## src/rtl/txd_pkg.sv

```systemverilog
package txd_pkg;
  localparam int FLAG_OWN  = 31;
  localparam int FLAG_SOP  = 30;
  localparam int FLAG_EOP  = 29;
  localparam int FLAG_CSEN = 28;
  localparam int STUFF_LSB = 20;
  localparam int START_LSB = 14;
  localparam int LEN_W     = 14;
  localparam int THR_W     = 9;

  typedef enum logic [1:0] {
    SEL_KICK = 2'd0,
    SEL_CFG  = 2'd1,
    SEL_PTR  = 2'd2,
    SEL_SIZE = 2'd3
  } regSel_t;

  typedef struct packed {
    logic kickTake;
    logic memRd;
    logic addrWord;
    logic capFlags;
    logic capAddr;
    logic writeBack;
    logic advance;
  } ctlStrobe_t;
endpackage

```

## src/rtl/txd_datapath.sv

```systemverilog
module txd_datapath
  import txd_pkg::*;
#(
  parameter int IDX_W    = 8,
  parameter int BASE_W   = 21,
  parameter int SIZE_W   = 4,
  parameter int STEP_LOG = 4,
  localparam int PTR_W   = BASE_W + IDX_W,
  localparam int ADDR_W  = PTR_W + 3
) (
  input  logic              clk,
  input  logic              rstN,
  input  logic              regWrEn,
  input  logic [1:0]        regAddr,
  input  logic [31:0]       regWrData,
  output logic [31:0]       regRdData,
  input  logic [31:0]       memRdata,
  input  ctlStrobe_t        st,
  output logic [ADDR_W-1:0] memAddr,
  output logic [31:0]       memWdata,
  output logic              kickPend,
  output logic              cfgEnable,
  output logic              cfgDrain,
  output logic              rdOwn,
  output logic [31:0]       bufAddr,
  output logic [LEN_W-1:0]  bufLen,
  output logic              bufSop,
  output logic              bufEop,
  output logic              bufCsEn,
  output logic [7:0]        bufCsStuff,
  output logic [5:0]        bufCsStart,
  output logic              eopErr
);
  logic [THR_W-1:0]  cfgThresh;
  logic [BASE_W-1:0] ptrBase;
  logic [IDX_W-1:0]  ptrIdx;
  logic [SIZE_W-1:0] sizeReg;
  logic [31:0]       flagsQ;
  logic [31:0]       addrQ;
  logic              pktOpen;
  logic              eopErrQ;
  logic [IDX_W:0]    ringEntries;
  logic [IDX_W:0]    lastIdxW;
  logic [IDX_W-1:0]  lastIdx;
  logic              unusedWr;

  assign unusedWr    = ^regWrData[31:PTR_W];
  assign ringEntries = ({{(IDX_W + 1 - SIZE_W){1'b0}}, sizeReg} + 1'b1) << STEP_LOG;
  assign lastIdxW    = ringEntries - 1'b1;
  assign lastIdx     = lastIdxW[IDX_W-1:0];

  always_ff @(posedge clk) begin
    if (!rstN) begin
      kickPend  <= 1'b0;
      cfgEnable <= 1'b0;
      cfgThresh <= '0;
      cfgDrain  <= 1'b0;
      ptrBase   <= '0;
      ptrIdx    <= '0;
      sizeReg   <= '0;
    end else begin
      if (regWrEn && regAddr == SEL_KICK && regWrData[0]) kickPend <= 1'b1;
      else if (st.kickTake)                               kickPend <= 1'b0;
      if (regWrEn && regAddr == SEL_CFG) begin
        cfgEnable <= regWrData[0];
        cfgThresh <= regWrData[THR_W:1];
        cfgDrain  <= regWrData[THR_W+1];
      end
      if (regWrEn && regAddr == SEL_SIZE) sizeReg <= regWrData[SIZE_W-1:0];
      if (regWrEn && regAddr == SEL_PTR) begin
        ptrBase <= regWrData[PTR_W-1:IDX_W];
        ptrIdx  <= regWrData[IDX_W-1:0];
      end else if (st.advance) begin
        ptrIdx <= (ptrIdx == lastIdx) ? '0 : ptrIdx + 1'b1;
      end
    end
  end

  always_ff @(posedge clk) begin
    if (!rstN) begin
      flagsQ  <= '0;
      addrQ   <= '0;
      pktOpen <= 1'b0;
      eopErrQ <= 1'b0;
    end else begin
      eopErrQ <= 1'b0;
      if (st.capFlags) begin
        if (memRdata[FLAG_OWN]) begin
          flagsQ  <= memRdata;
          eopErrQ <= pktOpen & memRdata[FLAG_SOP];
          pktOpen <= ~memRdata[FLAG_EOP];
        end else begin
          eopErrQ <= pktOpen;
          pktOpen <= 1'b0;
        end
      end
      if (st.capAddr) addrQ <= memRdata;
    end
  end

  always_comb begin
    regRdData = '0;
    unique case (regSel_t'(regAddr))
      SEL_KICK: regRdData[0]             = kickPend;
      SEL_CFG:  regRdData[THR_W+1:0]     = {cfgDrain, cfgThresh, cfgEnable};
      SEL_PTR:  regRdData[PTR_W-1:0]     = {ptrBase, ptrIdx};
      SEL_SIZE: regRdData[SIZE_W-1:0]    = sizeReg;
      default:  regRdData                = '0;
    endcase
  end

  assign memAddr    = {ptrBase, ptrIdx, st.addrWord, 2'b00};
  assign memWdata   = flagsQ & ~(32'd1 << FLAG_OWN);
  assign rdOwn      = memRdata[FLAG_OWN];
  assign bufAddr    = addrQ;
  assign bufLen     = flagsQ[LEN_W-1:0];
  assign bufCsStart = flagsQ[START_LSB +: 6];
  assign bufCsStuff = flagsQ[STUFF_LSB +: 8];
  assign bufCsEn    = flagsQ[FLAG_CSEN];
  assign bufEop     = flagsQ[FLAG_EOP];
  assign bufSop     = flagsQ[FLAG_SOP];
  assign eopErr     = eopErrQ;
endmodule

```

## src/rtl/txd_control.sv

```systemverilog
module txd_control
  import txd_pkg::*;
(
  input  logic       clk,
  input  logic       rstN,
  input  logic       kickPend,
  input  logic       cfgEnable,
  input  logic       cfgDrain,
  input  logic       rdOwn,
  input  logic       bufReady,
  input  logic       moverDone,
  input  logic       fifoEmpty,
  output ctlStrobe_t st,
  output logic       memReq,
  output logic       memWe,
  output logic       bufValid,
  output logic       descDone,
  output logic       allDone
);
  typedef enum logic [2:0] {
    S_IDLE, S_FETCH, S_CHECK, S_LOADADDR, S_ISSUE, S_WAITDONE, S_WRBACK, S_DRAIN
  } walkState_t;

  walkState_t state, nextState;
  logic       descDoneSet, allDoneSet;

  always_comb begin
    st          = '0;
    nextState   = state;
    descDoneSet = 1'b0;
    allDoneSet  = 1'b0;
    unique case (state)
      S_IDLE: if (kickPend && cfgEnable) begin
        st.kickTake = 1'b1;
        nextState   = S_FETCH;
      end
      S_FETCH: if (!cfgEnable) nextState = S_IDLE;
        else begin
          st.memRd  = 1'b1;
          nextState = S_CHECK;
        end
      S_CHECK: begin
        st.capFlags = 1'b1;
        if (rdOwn) begin
          st.memRd    = 1'b1;
          st.addrWord = 1'b1;
          nextState   = S_LOADADDR;
        end else if (cfgDrain) begin
          nextState = S_DRAIN;
        end else begin
          allDoneSet = 1'b1;
          nextState  = S_IDLE;
        end
      end
      S_LOADADDR: begin
        st.capAddr = 1'b1;
        nextState  = S_ISSUE;
      end
      S_ISSUE:    if (bufReady)  nextState = S_WAITDONE;
      S_WAITDONE: if (moverDone) nextState = S_WRBACK;
      S_WRBACK: begin
        st.writeBack = 1'b1;
        st.advance   = 1'b1;
        descDoneSet  = 1'b1;
        nextState    = S_FETCH;
      end
      S_DRAIN: if (fifoEmpty) begin
        allDoneSet = 1'b1;
        nextState  = S_IDLE;
      end
      default: nextState = S_IDLE;
    endcase
  end

  always_ff @(posedge clk) begin
    if (!rstN) begin
      state    <= S_IDLE;
      descDone <= 1'b0;
      allDone  <= 1'b0;
    end else begin
      state    <= nextState;
      descDone <= descDoneSet;
      allDone  <= allDoneSet;
    end
  end

  assign memReq   = st.memRd | st.writeBack;
  assign memWe    = st.writeBack;
  assign bufValid = (state == S_ISSUE);
endmodule

```

## src/rtl/txd_ring_walker.sv

```systemverilog
module txd_ring_walker
  import txd_pkg::*;
#(
  parameter int IDX_W    = 8,
  parameter int BASE_W   = 21,
  parameter int SIZE_W   = 4,
  parameter int STEP_LOG = 4
) (
  input  logic                        clk,
  input  logic                        rstN,
  input  logic                        regWrEn,
  input  logic [1:0]                  regAddr,
  input  logic [31:0]                 regWrData,
  output logic [31:0]                 regRdData,
  output logic                        memReq,
  output logic                        memWe,
  output logic [BASE_W+IDX_W+2:0]     memAddr,
  output logic [31:0]                 memWdata,
  input  logic [31:0]                 memRdata,
  output logic                        bufValid,
  input  logic                        bufReady,
  output logic [31:0]                 bufAddr,
  output logic [13:0]                 bufLen,
  output logic                        bufSop,
  output logic                        bufEop,
  output logic                        bufCsEn,
  output logic [7:0]                  bufCsStuff,
  output logic [5:0]                  bufCsStart,
  input  logic                        moverDone,
  input  logic                        fifoEmpty,
  output logic                        descDone,
  output logic                        allDone,
  output logic                        eopErr
);
  ctlStrobe_t st;
  logic       kickPend, cfgEnable, cfgDrain, rdOwn;

  txd_datapath #(
    .IDX_W(IDX_W), .BASE_W(BASE_W), .SIZE_W(SIZE_W), .STEP_LOG(STEP_LOG)
  ) u_dp (
    .clk(clk), .rstN(rstN),
    .regWrEn(regWrEn), .regAddr(regAddr), .regWrData(regWrData), .regRdData(regRdData),
    .memRdata(memRdata), .st(st), .memAddr(memAddr), .memWdata(memWdata),
    .kickPend(kickPend), .cfgEnable(cfgEnable), .cfgDrain(cfgDrain), .rdOwn(rdOwn),
    .bufAddr(bufAddr), .bufLen(bufLen), .bufSop(bufSop), .bufEop(bufEop),
    .bufCsEn(bufCsEn), .bufCsStuff(bufCsStuff), .bufCsStart(bufCsStart),
    .eopErr(eopErr)
  );

  txd_control u_ctl (
    .clk(clk), .rstN(rstN),
    .kickPend(kickPend), .cfgEnable(cfgEnable), .cfgDrain(cfgDrain), .rdOwn(rdOwn),
    .bufReady(bufReady), .moverDone(moverDone), .fifoEmpty(fifoEmpty),
    .st(st), .memReq(memReq), .memWe(memWe), .bufValid(bufValid),
    .descDone(descDone), .allDone(allDone)
  );
endmodule

```

## config.mk

```make
export PLATFORM = sky130hd
export DESIGN_NAME = txd_ring_walker
export DESIGN_NICKNAME = d
export VERILOG_FILES = /design/src/rtl/txd_pkg.sv /design/src/rtl/txd_datapath.sv /design/src/rtl/txd_control.sv /design/src/rtl/txd_ring_walker.sv
export SDC_FILE = /design/constraint.sdc
export NUM_CORES = 1
export LEC_CHECK = 0
export BUFFER_PORTS_ARGS = -buffer_cell sky130_fd_sc_hd__buf_4
export CORE_ASPECT_RATIO = 0.8
export CORE_MARGIN = 3
export CORE_UTILIZATION = 43
export CTS_BUF_LIST = sky130_fd_sc_hd__clkbuf_8
export CTS_CLUSTER_SIZE = 20
export DETAILED_ROUTE_END_ITERATION = 16
export PLACE_DENSITY = 0.87
export REMOVE_ABC_BUFFERS = 1
export SLEW_MARGIN = 0
export SYNTH_ARGS = -nofsm -noshare
export SYNTH_HDL_FRONTEND = slang
export SYNTH_HIERARCHICAL = 1
export SYNTH_SLANG_ARGS = --single-unit
```

## constraint.sdc

```tcl
create_clock -name clk -period 1.6 [get_ports clk]
set_input_delay 0.16 -clock clk [delete_from_list [all_inputs] [get_ports clk]]
set_output_delay 0.16 -clock clk [all_outputs]
set_load 0.05 [all_outputs]
```

==> reports/results.txt <==
CORE AREA -> 11200 µm²
Slew margin rel. -> 0.662
CTS clk-pin slew, worst paths -> 0.07 ns
Vias per cell -> 5.15
Commonest cells after routing, fill and taps aside -> buf_4 (238), nand2_1 (141), dfxtp_1 (101)
Die footprint -> 13200 µm²
Final ANT Viol Nets -> 0
Starting Density -> 0.455
Final Hold Viols -> 0
Global placer's final weighted congestion -> 0.854
Post-route cell area -> 8090 µm²
Clock root buffer -> clkbuf_8
Final Cycle Share -> 1.03
Post-Syn Instances -> 616
Slowest CP cell -> dfxtp_2
Startpoint Class -> flip-flop
Post-Syn Area -> 5110 µm²
Design Power -> 6.39 mW
Hold Worst Slack -> 0.0328 ns
1st-iter DRT viols -> 359
Vias in the first global route -> 5326
Static leakage -> 3.43 nW
CP top delay family -> compound AO/OA/AOI/OAI gates
Final-stage net count -> 957
Initial antenna violation count -> 0
Synth warn -> 6
Die height -> 104 µm
Vias after detailed routing -> 5334
Area growth from synthesis to layout -> 58.2%
Tot GR Track Use -> 0.252
Fin crit period -> 1.64 ns
Outcome -> complete, but fails checks
Fmax -> 0.609 GHz
Die width -> 128 µm
HPWL Detailed -> 10.8 mm
Clk buf depth -> 2
H-tree levels -> 4
Pwr Density -> 790 nW/µm²
Dpl cell area -> 6830 µm²
RSZ-0062 raised after global routing -> yes
Io pins -> 237
Final routed DRC violation total -> 0
TritonCTS buffer count -> 17
Peak VDD IR -> 0.498 mV
Crit-path max cell delay -> 0.34 ns
Clk sinks -> 115
MaxCap Viol Count -> 0
Layout cells sized above 1 -> 0.365
Crit. End Element -> flip-flop
Num rows -> 34
CTS tree -> done
Final setup fails -> 7
Wirelength per Cell -> 16.6 µm
CP max FO -> 5
Least-Margin Pin Slew -> 0.506 ns
Worst Path Buf+Inv -> 0
Cells along the critical path -> ha_4, xor2_4, and3_4, o21ai_4, o2111ai_4, o22ai_1
CP Data Required Time -> 1.89 ns
First-pass GRT wire length -> 27.1 mm
Drt pass-1 iters -> 4
Mean Syn Cell Area -> 8.30 µm²
CP Data Arrival Time -> 1.93 ns
Commonest non-fill, non-tap cell in the layout -> buf_4
Worst setup margin -> -0.0433 ns
HP Class -> in2reg
Worst Clk Skew -> 0.00969 ns
Clock Latency Late Sink -> 0.42 ns
Critical setup path kind -> reg2reg
Failing checks -> setup timing
Diodes inserted -> 0
Final Max Tran Viols -> 0
GR Overflow Total -> 0
Setup WS pre-CTS -> -0.137 ns
Largest net degree at the start of global routing -> 50
Final Routed Wirelength -> 17.2 mm
Buffers on Ports -> 227
==> what timing repair did <==
action                                 in CTS  in global routing
hold buffers                               61                  0
endpoints found under the hold margin      90                  0
pin swaps                                  11                  8
gates resized for setup                    22                 29
setup endpoints to repair                  13                 18
buffers inserted                            4                  7
==> registers in the layout, summed over array words and instances, names as in the netlist <==
| name | count |
|---|---|
| u_dp/flagsQ | 31 |
| u_ctl/state | 3 |
| u_dp/bufAddr | 32 |
| u_dp/ptrIdx | 8 |
| u_dp/pktOpen | 1 |
| u_dp/cfgDrain | 1 |
| u_ctl/descDone | 1 |
| u_dp/cfgThresh | 9 |
| u_ctl/allDone | 1 |
| u_dp/eopErr | 1 |
| u_dp/kickPend | 1 |
| u_dp/sizeReg | 4 |
| u_dp/ptrBase | 21 |
| u_dp/cfgEnable | 1 |
==> metal layers <==
layer  part of all wire  global-route usage
met1               0.38               0.283
met2               0.52               0.451
met3              0.067              0.0622
met4              0.030               0.105
met5                  0                   0
==> report_power, final <==
| group | internal [mW] | total (mW) | switching [mW] |
|---|---|---|---|
| combinational | 0.369 | 0.807 | 0.438 |
| clock | 1.39 | 2.65 | 1.26 |
| sequential | 2.90 | 2.93 | 0.0367 |
| total | 4.66 | 6.39 | 1.73 |
==> per-stage QoR <==
step,utilization,instances,setup TNS (ns)
2_1_floorplan,-,540,-15.18
3_3_place_gp,0.609,935,-0.213
3_5_place_dp,0.609,935,-0.567
4_1_cts,0.706,1029,-0.0146
5_1_grt,0.720,1036,-0.674
6_report,0.720,1036,-0.157
==> worst paths after layout <==
path	from	end	slack, ns	cells past startpoint
min reg2reg	u_dp/cfgThresh[6]$_SDFFE_PN0P_	u_dp/cfgThresh[6]$_SDFFE_PN0P_	0.46	2
min	regWrData[10]	u_dp/cfgDrain$_SDFFE_PN0P_	0.03	3
max	u_dp/sizeReg[1]$_SDFFE_PN0P_	u_dp/ptrIdx[3]$_SDFFE_PN0P_	-0.04	6
max reg2reg	u_dp/sizeReg[1]$_SDFFE_PN0P_	u_dp/ptrIdx[3]$_SDFFE_PN0P_	-0.04	6
==> cell type report <==
cell class,count,area [µm²]
fillers,802,3140
clock buffers,17,234
well taps,144,180
inverters,5,20.0
flip-flops and latches,115,2330
repair buffers,320,2720
multi-input cells,420,2450
clock inverters,15,158
==> worst min-delay path, cell delays in order <==
cell,delay [ns]
buf_4,0.12
nand2_1,0.05
a21oi_1,0.06
Power figures use the tool's default switching activity.
